`config.mk`:
```
export PLATFORM = sky130hd
export DESIGN_NAME = slow_bus_stall_seq
export DESIGN_NICKNAME = d
export VERILOG_FILES = /design/src/rtl/sbs_pkg.sv /design/src/rtl/sbs_phase_sync.sv /design/src/rtl/sbs_window_timer.sv /design/src/rtl/sbs_host_mux.sv /design/src/rtl/slow_bus_stall_seq.sv
export SDC_FILE = /design/constraint.sdc
export NUM_CORES = 1
export LEC_CHECK = 0
export BUFFER_PORTS_ARGS = -buffer_cell sky130_fd_sc_hd__buf_4
export CAP_MARGIN = 20
export CORE_AREA = 5 5 130 83
export CTS_CLUSTER_SIZE = 8
export DETAILED_ROUTE_END_ITERATION = 8
export DIE_AREA = 0 0 135 88
export GPL_TIMING_DRIVEN = 0
export HOLD_SLACK_MARGIN = 0.08
export PLACE_DENSITY = 0.63
export SLEW_MARGIN = 20
export SYNTH_ARGS = -nofsm -noshare
export SYNTH_HDL_FRONTEND = slang
export SYNTH_SLANG_ARGS = --single-unit
```
`constraint.sdc`:
```
create_clock -name clk -period 4.2 [get_ports clk]
set_input_delay 0 -clock clk [delete_from_list [all_inputs] [get_ports clk]]
set_output_delay 0 -clock clk [all_outputs]
set_load 0.02 [all_outputs]
```
`src/rtl/sbs_pkg.sv`:
```
package sbs_pkg;

  typedef enum logic [1:0] {
    ST_IDLE  = 2'd0,
    ST_WAIT  = 2'd1,
    ST_DRIVE = 2'd2,
    ST_DONE  = 2'd3
  } sbs_state_e;

  // Ceiling division used to turn the host window into fast-clock ticks.
  function automatic int sbs_ceil_div(input int num, input int den);
    return (num + den - 1) / den;
  endfunction

  // Window length, never below one tick.
  function automatic int sbs_win_ticks(input int window_ps, input int period_ps);
    int t;
    t = sbs_ceil_div(window_ps, period_ps);
    return (t < 1) ? 1 : t;
  endfunction

endpackage

```
`src/rtl/sbs_phase_sync.sv`:
```
module sbs_phase_sync #(
  parameter int STAGES = 2
) (
  input  logic clk,
  input  logic rst_n,
  input  logic s02_async,
  output logic s02_sync,
  output logic s02_rise
);

  logic [STAGES-1:0] chain;
  logic              prev;

  for (genvar i = 0; i < STAGES; i++) begin : g_stage
    if (i == 0) begin : g_first
      always_ff @(posedge clk or negedge rst_n) begin
        if (!rst_n) chain[0] <= 1'b0;
        else        chain[0] <= s02_async;
      end
    end else begin : g_next
      always_ff @(posedge clk or negedge rst_n) begin
        if (!rst_n) chain[i] <= 1'b0;
        else        chain[i] <= chain[i-1];
      end
    end
  end

  always_ff @(posedge clk or negedge rst_n) begin
    if (!rst_n) prev <= 1'b0;
    else        prev <= chain[STAGES-1];
  end

  assign s02_sync = chain[STAGES-1];
  assign s02_rise = chain[STAGES-1] & ~prev;

endmodule

```
`src/rtl/sbs_window_timer.sv`:
```
module sbs_window_timer #(
  parameter int WIN = 7
) (
  input  logic clk,
  input  logic rst_n,
  input  logic start,
  output logic active,
  output logic last
);

  localparam int CW = (WIN < 2) ? 1 : $clog2(WIN);

  logic [CW-1:0] remain;

  always_ff @(posedge clk or negedge rst_n) begin
    if (!rst_n) begin
      active <= 1'b0;
      remain <= '0;
    end else if (start && !active) begin
      active <= 1'b1;
      remain <= CW'(WIN - 1);
    end else if (active) begin
      if (remain == '0) active <= 1'b0;
      else              remain <= remain - 1'b1;
    end
  end

  assign last = active && (remain == '0);

endmodule

```
`src/rtl/sbs_host_mux.sv`:
```
module sbs_host_mux #(
  parameter int ADDR_W = 16,
  parameter int DATA_W = 8
) (
  input  logic              win_active,
  input  logic              tail_active,
  input  logic [ADDR_W-1:0] cap_addr,
  input  logic [DATA_W-1:0] cap_wdata,
  input  logic              cap_rnw,
  input  logic [ADDR_W-1:0] tail_addr,
  input  logic [DATA_W-1:0] tail_wdata,
  input  logic [ADDR_W-1:0] dummy_addr,
  output logic [ADDR_W-1:0] host_addr,
  output logic [DATA_W-1:0] host_wdata,
  output logic              host_wdata_oe,
  output logic              host_rnw
);

  always_comb begin
    if (win_active) begin
      host_addr     = cap_addr;
      host_rnw      = cap_rnw;
      host_wdata_oe = ~cap_rnw;
      host_wdata    = cap_rnw ? '0 : cap_wdata;
    end else if (tail_active) begin
      host_addr     = tail_addr;
      host_rnw      = 1'b0;
      host_wdata_oe = 1'b1;
      host_wdata    = tail_wdata;
    end else begin
      host_addr     = dummy_addr;
      host_rnw      = 1'b1;
      host_wdata_oe = 1'b0;
      host_wdata    = '0;
    end
  end

endmodule

```
`src/rtl/slow_bus_stall_seq.sv`:
```
module slow_bus_stall_seq
  import sbs_pkg::*;
#(
  parameter int ADDR_W         = 16,
  parameter int DATA_W         = 8,
  parameter int FAST_PERIOD_PS = 69841,
  parameter int WINDOW_PS      = 450000,
  parameter int SYNC_STAGES    = 2
) (
  input  logic              clk,
  input  logic              rst_n,
  input  logic [ADDR_W-1:0] cpu_addr,
  input  logic [DATA_W-1:0] cpu_wdata,
  input  logic              cpu_rnw,
  input  logic              cpu_slow_req,
  output logic              cpu_rdy,
  output logic [DATA_W-1:0] cpu_rdata,
  output logic              fast_cs_inhibit,
  input  logic              host_s02,
  output logic [ADDR_W-1:0] host_addr,
  output logic [DATA_W-1:0] host_wdata,
  output logic              host_wdata_oe,
  output logic              host_rnw,
  input  logic [DATA_W-1:0] host_rdata
);

  localparam int WIN = sbs_win_ticks(WINDOW_PS, FAST_PERIOD_PS);

  sbs_state_e state, state_nx;

  // Named internal events
  logic s02_sync;
  logic s02_rise;
  logic accept;
  logic win_start;
  logic win_active;
  logic win_last;
  logic tail_active;
  logic tail_set;
  logic tail_clr;

  logic [ADDR_W-1:0] cap_addr;
  logic [DATA_W-1:0] cap_wdata;
  logic              cap_rnw;
  logic [ADDR_W-1:0] tail_addr;
  logic [DATA_W-1:0] tail_wdata;
  logic [ADDR_W-1:0] dummy_addr;
  logic [DATA_W-1:0] rdata_q;

  sbs_phase_sync #(.STAGES(SYNC_STAGES)) u_sync (
    .clk       (clk),
    .rst_n     (rst_n),
    .s02_async (host_s02),
    .s02_sync  (s02_sync),
    .s02_rise  (s02_rise)
  );

  sbs_window_timer #(.WIN(WIN)) u_timer (
    .clk    (clk),
    .rst_n  (rst_n),
    .start  (win_start),
    .active (win_active),
    .last   (win_last)
  );

  assign accept    = (state == ST_IDLE) && cpu_slow_req;
  assign win_start = (state == ST_WAIT) && s02_rise;
  assign tail_set  = win_last && !cap_rnw;
  assign tail_clr  = tail_active && s02_rise;

  always_comb begin
    state_nx = state;
    unique case (state)
      ST_IDLE:  if (accept)    state_nx = ST_WAIT;
      ST_WAIT:  if (win_start) state_nx = ST_DRIVE;
      ST_DRIVE: if (win_last)  state_nx = ST_DONE;
      ST_DONE:                 state_nx = ST_IDLE;
      default:                 state_nx = ST_IDLE;
    endcase
  end

  always_ff @(posedge clk or negedge rst_n) begin
    if (!rst_n) state <= ST_IDLE;
    else        state <= state_nx;
  end

  // Access capture on acceptance
  always_ff @(posedge clk or negedge rst_n) begin
    if (!rst_n) begin
      cap_addr  <= '0;
      cap_wdata <= '0;
      cap_rnw   <= 1'b1;
    end else if (accept) begin
      cap_addr  <= cpu_addr;
      cap_wdata <= cpu_wdata;
      cap_rnw   <= cpu_rnw;
    end
  end

  // End-of-window bookkeeping: read data, idle address, write tail
  always_ff @(posedge clk or negedge rst_n) begin
    if (!rst_n) begin
      rdata_q    <= '0;
      dummy_addr <= '0;
      tail_addr  <= '0;
      tail_wdata <= '0;
    end else if (win_last) begin
      dummy_addr <= cap_addr;
      if (cap_rnw) begin
        rdata_q <= host_rdata;
      end else begin
        tail_addr  <= cap_addr;
        tail_wdata <= cap_wdata;
      end
    end
  end

  always_ff @(posedge clk or negedge rst_n) begin
    if (!rst_n)        tail_active <= 1'b0;
    else if (tail_set) tail_active <= 1'b1;
    else if (tail_clr) tail_active <= 1'b0;
  end

  sbs_host_mux #(.ADDR_W(ADDR_W), .DATA_W(DATA_W)) u_mux (
    .win_active    (win_active),
    .tail_active   (tail_active),
    .cap_addr      (cap_addr),
    .cap_wdata     (cap_wdata),
    .cap_rnw       (cap_rnw),
    .tail_addr     (tail_addr),
    .tail_wdata    (tail_wdata),
    .dummy_addr    (dummy_addr),
    .host_addr     (host_addr),
    .host_wdata    (host_wdata),
    .host_wdata_oe (host_wdata_oe),
    .host_rnw      (host_rnw)
  );

  always_comb begin
    cpu_rdy         = ((state == ST_IDLE) && !cpu_slow_req) || (state == ST_DONE);
    fast_cs_inhibit = !((state == ST_IDLE) && !cpu_slow_req);
  end

  assign cpu_rdata = rdata_q;

endmodule

```
==> flow_summary_export.csv <==
group,metric,value,unit
run_status,status,"finished, final reports clean",
detailed_routing,wl_per_cell,15.0,µm
final_layout,layout-drive-gt1-share,0.367,
cts,cts_tree,"done",
logic_synthesis,netlist_top_cells_area,"dfrtp_1, mux2_2, nand2_1",
cts,clockBufferDepth,2,
floorplan,fp.dieH,88,µm
grt,grt_max_degree,84,
timing,max_freq,0.518,GHz
critical_path,worst_setup_path_end_kind,"output pin",
logic_synthesis,synth_cells,302,
logic_synthesis,ys_warn_count,0,
floorplan,die_area,0.0119,mm²
timing,fin_crit_sh,0.459,
logic_synthesis,synthesis.area,0.00366,mm²
grt,grt_pass1_wl,13700,µm
critical_path,r2r_cells,6,
timing,timing.final.crit_period,1.93,ns
critical_path,cp_max_fo,10,
timing,whs,0.205,ns
cts,clock_sinks,83,
timing,tightest_slew,0.749,ns
cts,post-cts-setup-buffer-count,0,
critical_path,rr_endpoint,"tail_addr[0]",
timing,setup_viol,0,
cts,holdBufCountCts,35,
detailed_routing,drtPass1Iterations,4,
cts,numCtsBuffers,9,
detailed_routing,drc,0,
timing,slew_violations,0,
power_and_ir_drop,p_per_area,751,mW/mm²
logic_synthesis,yosysSeqAreaShare,0.568,
final_layout,final_common_cell,"dfrtp_1",
critical_path,r2r_start,"u_timer.remain[0]",
detailed_routing,initialDrtViolationCount,177,
timing,grt_setup_unrepaired,"false",
floorplan,chipWidth,135,µm
power_and_ir_drop,vdd_ir_drop_max,0.350,mV
detailed_routing,vias_per_cell,4.63,
critical_path,ff2ff_setup_slack,2.33,ns
cts,clkSlewWorstSetupHoldPaths,0.06,ns
final_layout,final_cell_mix,"dfrtp_1, buf_4, nand2_1, mux2_2, dlygate4sd3_1",
place,port_buffers,72,
floorplan,num_rows,28,
timing,fin_worst_skew,0.00510,ns
timing,final_hold_viol_count,0,
cts,clockRootBuffer,"clkbuf_16",
logic_synthesis,syn-num-nets,346,
logic_synthesis,yosysTopAreaCellShare,0.561,
timing,relSlewSlack,0.501,
grt,overflow,0,
floorplan,ioPinCount,73,
cts,htreeDepth,3,
logic_synthesis,synth.avg_cell_area,12.1,µm²
run,maxCapViolations,0,
logic_synthesis,yosysUniqueCellTypes,32,
detailed_routing,vias,2594,
critical_path,start_kind,"flip-flop",
hold_path,min_delay_path_depth,4,
place,place_congestion,0.773,
floorplan,core_area,0.00949,mm²
critical_path,arrival,1.93,ns
cts,cts-resized-gates,0,
grt,grt_usage,0.150,
hold_path,hp-class,"in -> reg",
hold_path,holdCritStartpoint,"cpu_slow_req",
logic_synthesis,synth_top_area_cell,"dfrtp_1",
place,hpwl,5830,µm
detailed_routing,antenna_left,0,
critical_path,slowest_stage,"buf_1",
hold_path,min_to,"state[0]",
critical_path,crit_path_max_incr_delay,0.47,ns
cts,insertion_delay,0.34,ns
grt,grt_pass1_vias,2763,
grt,antenna_found_initial,0,
power_and_ir_drop,leakage,2.36,nW
final_layout,antennaDiodeCount,0,
critical_path,worstSetupPathType,"reg -> out",
floorplan,initial_core_util,0.385,
detailed_routing,drt_wl_total,8410,µm
timing,tns,0,ns
critical_path,crit_required,4.20,ns
final_layout,nNetsFinal,464,
critical_path,crit_path_cell_trace,"buf_2 -> buf_1 -> nand2_1 -> o21ai_0 -> buf_4",
logic_synthesis,ys_ff_latch,83,
final_layout,syn_to_final_growth,36.5,%
[metal layers]
metal	GRT usage	routed length, µm	vias up
met5	0	0	-
met4	0.0302	72	0
met3	0.0597	487	7
met2	0.227	3830	64
met1	0.208	4020	1261
li1	-	-	1262
[cells in the mapped netlist (all sizes together)]
cell and n:
clkbuf 3, ha 7, nand2 71, a2111oi 1, mux2i 16, nand3b 1, or2 1, o22ai 1
and3b 1, nand4bb 1, mux2 58, nand2b 3, nand3 1, a22o 7, nor2 3, buf 11
o211ai 2, a221o 1, a21oi 1, inv 6, o21ai 18, dfrtp 82, a21o 1, nor2b 3
dfstp 1, or3 1
[final cells by class]
cell class	count	area, µm²
multi-input combinational	199	1490
buffer	14	68.8
fill	840	4500
sequential	83	2080
tap	135	169
clock inverter	2	10.0
timing repair buffer	107	895
inverter	6	22.5
clock buffer	14	264
[worst max-delay path by stage]
stage	cells past startpoint	to	start	slack, ns
finish	5	host_addr[13]	u_timer.active	2.27
CTS	5	host_addr[13]	u_timer.active	2.24
detailed placement	6	tail_wdata[5]	u_timer.remain[0]	2.32
global placement	6	tail_addr[11]	u_timer.remain[0]	2.34
global route	5	host_addr[13]	u_timer.active	2.11
floorplan	6	tail_addr[0]	u_timer.remain[0]	2.59
[worst max-delay path: cells and delay by family, from the launching register on]
family          cells  cell delay (ns)
compound gates      1             0.14
buf+inv             3             0.92
simple gates        1             0.10
flops               1             0.43
[cells by family (layout without fill, tap and decap cells)]
group,after synthesis,count (layout),synth area share
simple gates,86,86,0.105
flops,83,83,0.568
mux,74,74,0.222
compound gates,32,32,0.0557
buf+inv,20,143,0.0250
fa+ha+maj,7,7,0.0239
[power by group]
| group | internal [mW] | switching [mW] | total, mW |
|---|---|---|---|
| logic | 0.767 | 0.802 | 1.57 |
| registers | 1.19 | 0.267 | 1.45 |
| clock network | 0.431 | 0.298 | 0.729 |
| total | 2.38 | 1.37 | 3.75 |
[through the flow]
| stage | cell area [µm²] | setup WS (ns) | total power [mW] | cells | utilization |
|---|---|---|---|---|---|
| 2_1_floorplan | 3660 | 2.59 | 2.41 | 302 | - |
| 3_3_place_gp | 4370 | 2.34 | 2.96 | 509 | 0.460 |
| 3_5_place_dp | 4370 | 2.32 | 3.03 | 509 | 0.460 |
| 4_1_cts | 4990 | 2.24 | 3.79 | 560 | 0.526 |
| 5_1_grt | 5000 | 2.11 | 4.01 | 560 | 0.526 |
| 6_report | 5000 | 2.27 | 3.75 | 560 | 0.526 |
[sequential cells by signal (all words and copies together) (netlist names)]
register and cells:
cpu_rdata 8, cap_addr 16, tail_wdata 8, u_timer.active 1
u_sync.s02_sync 1, tail_addr 16, u_sync.chain 1, u_sync.prev 1
u_timer.remain 3, tail_active 1, dummy_addr 16, state 2
cap_wdata 8, cap_rnw 1
Power figures use the tool's default switching activity.
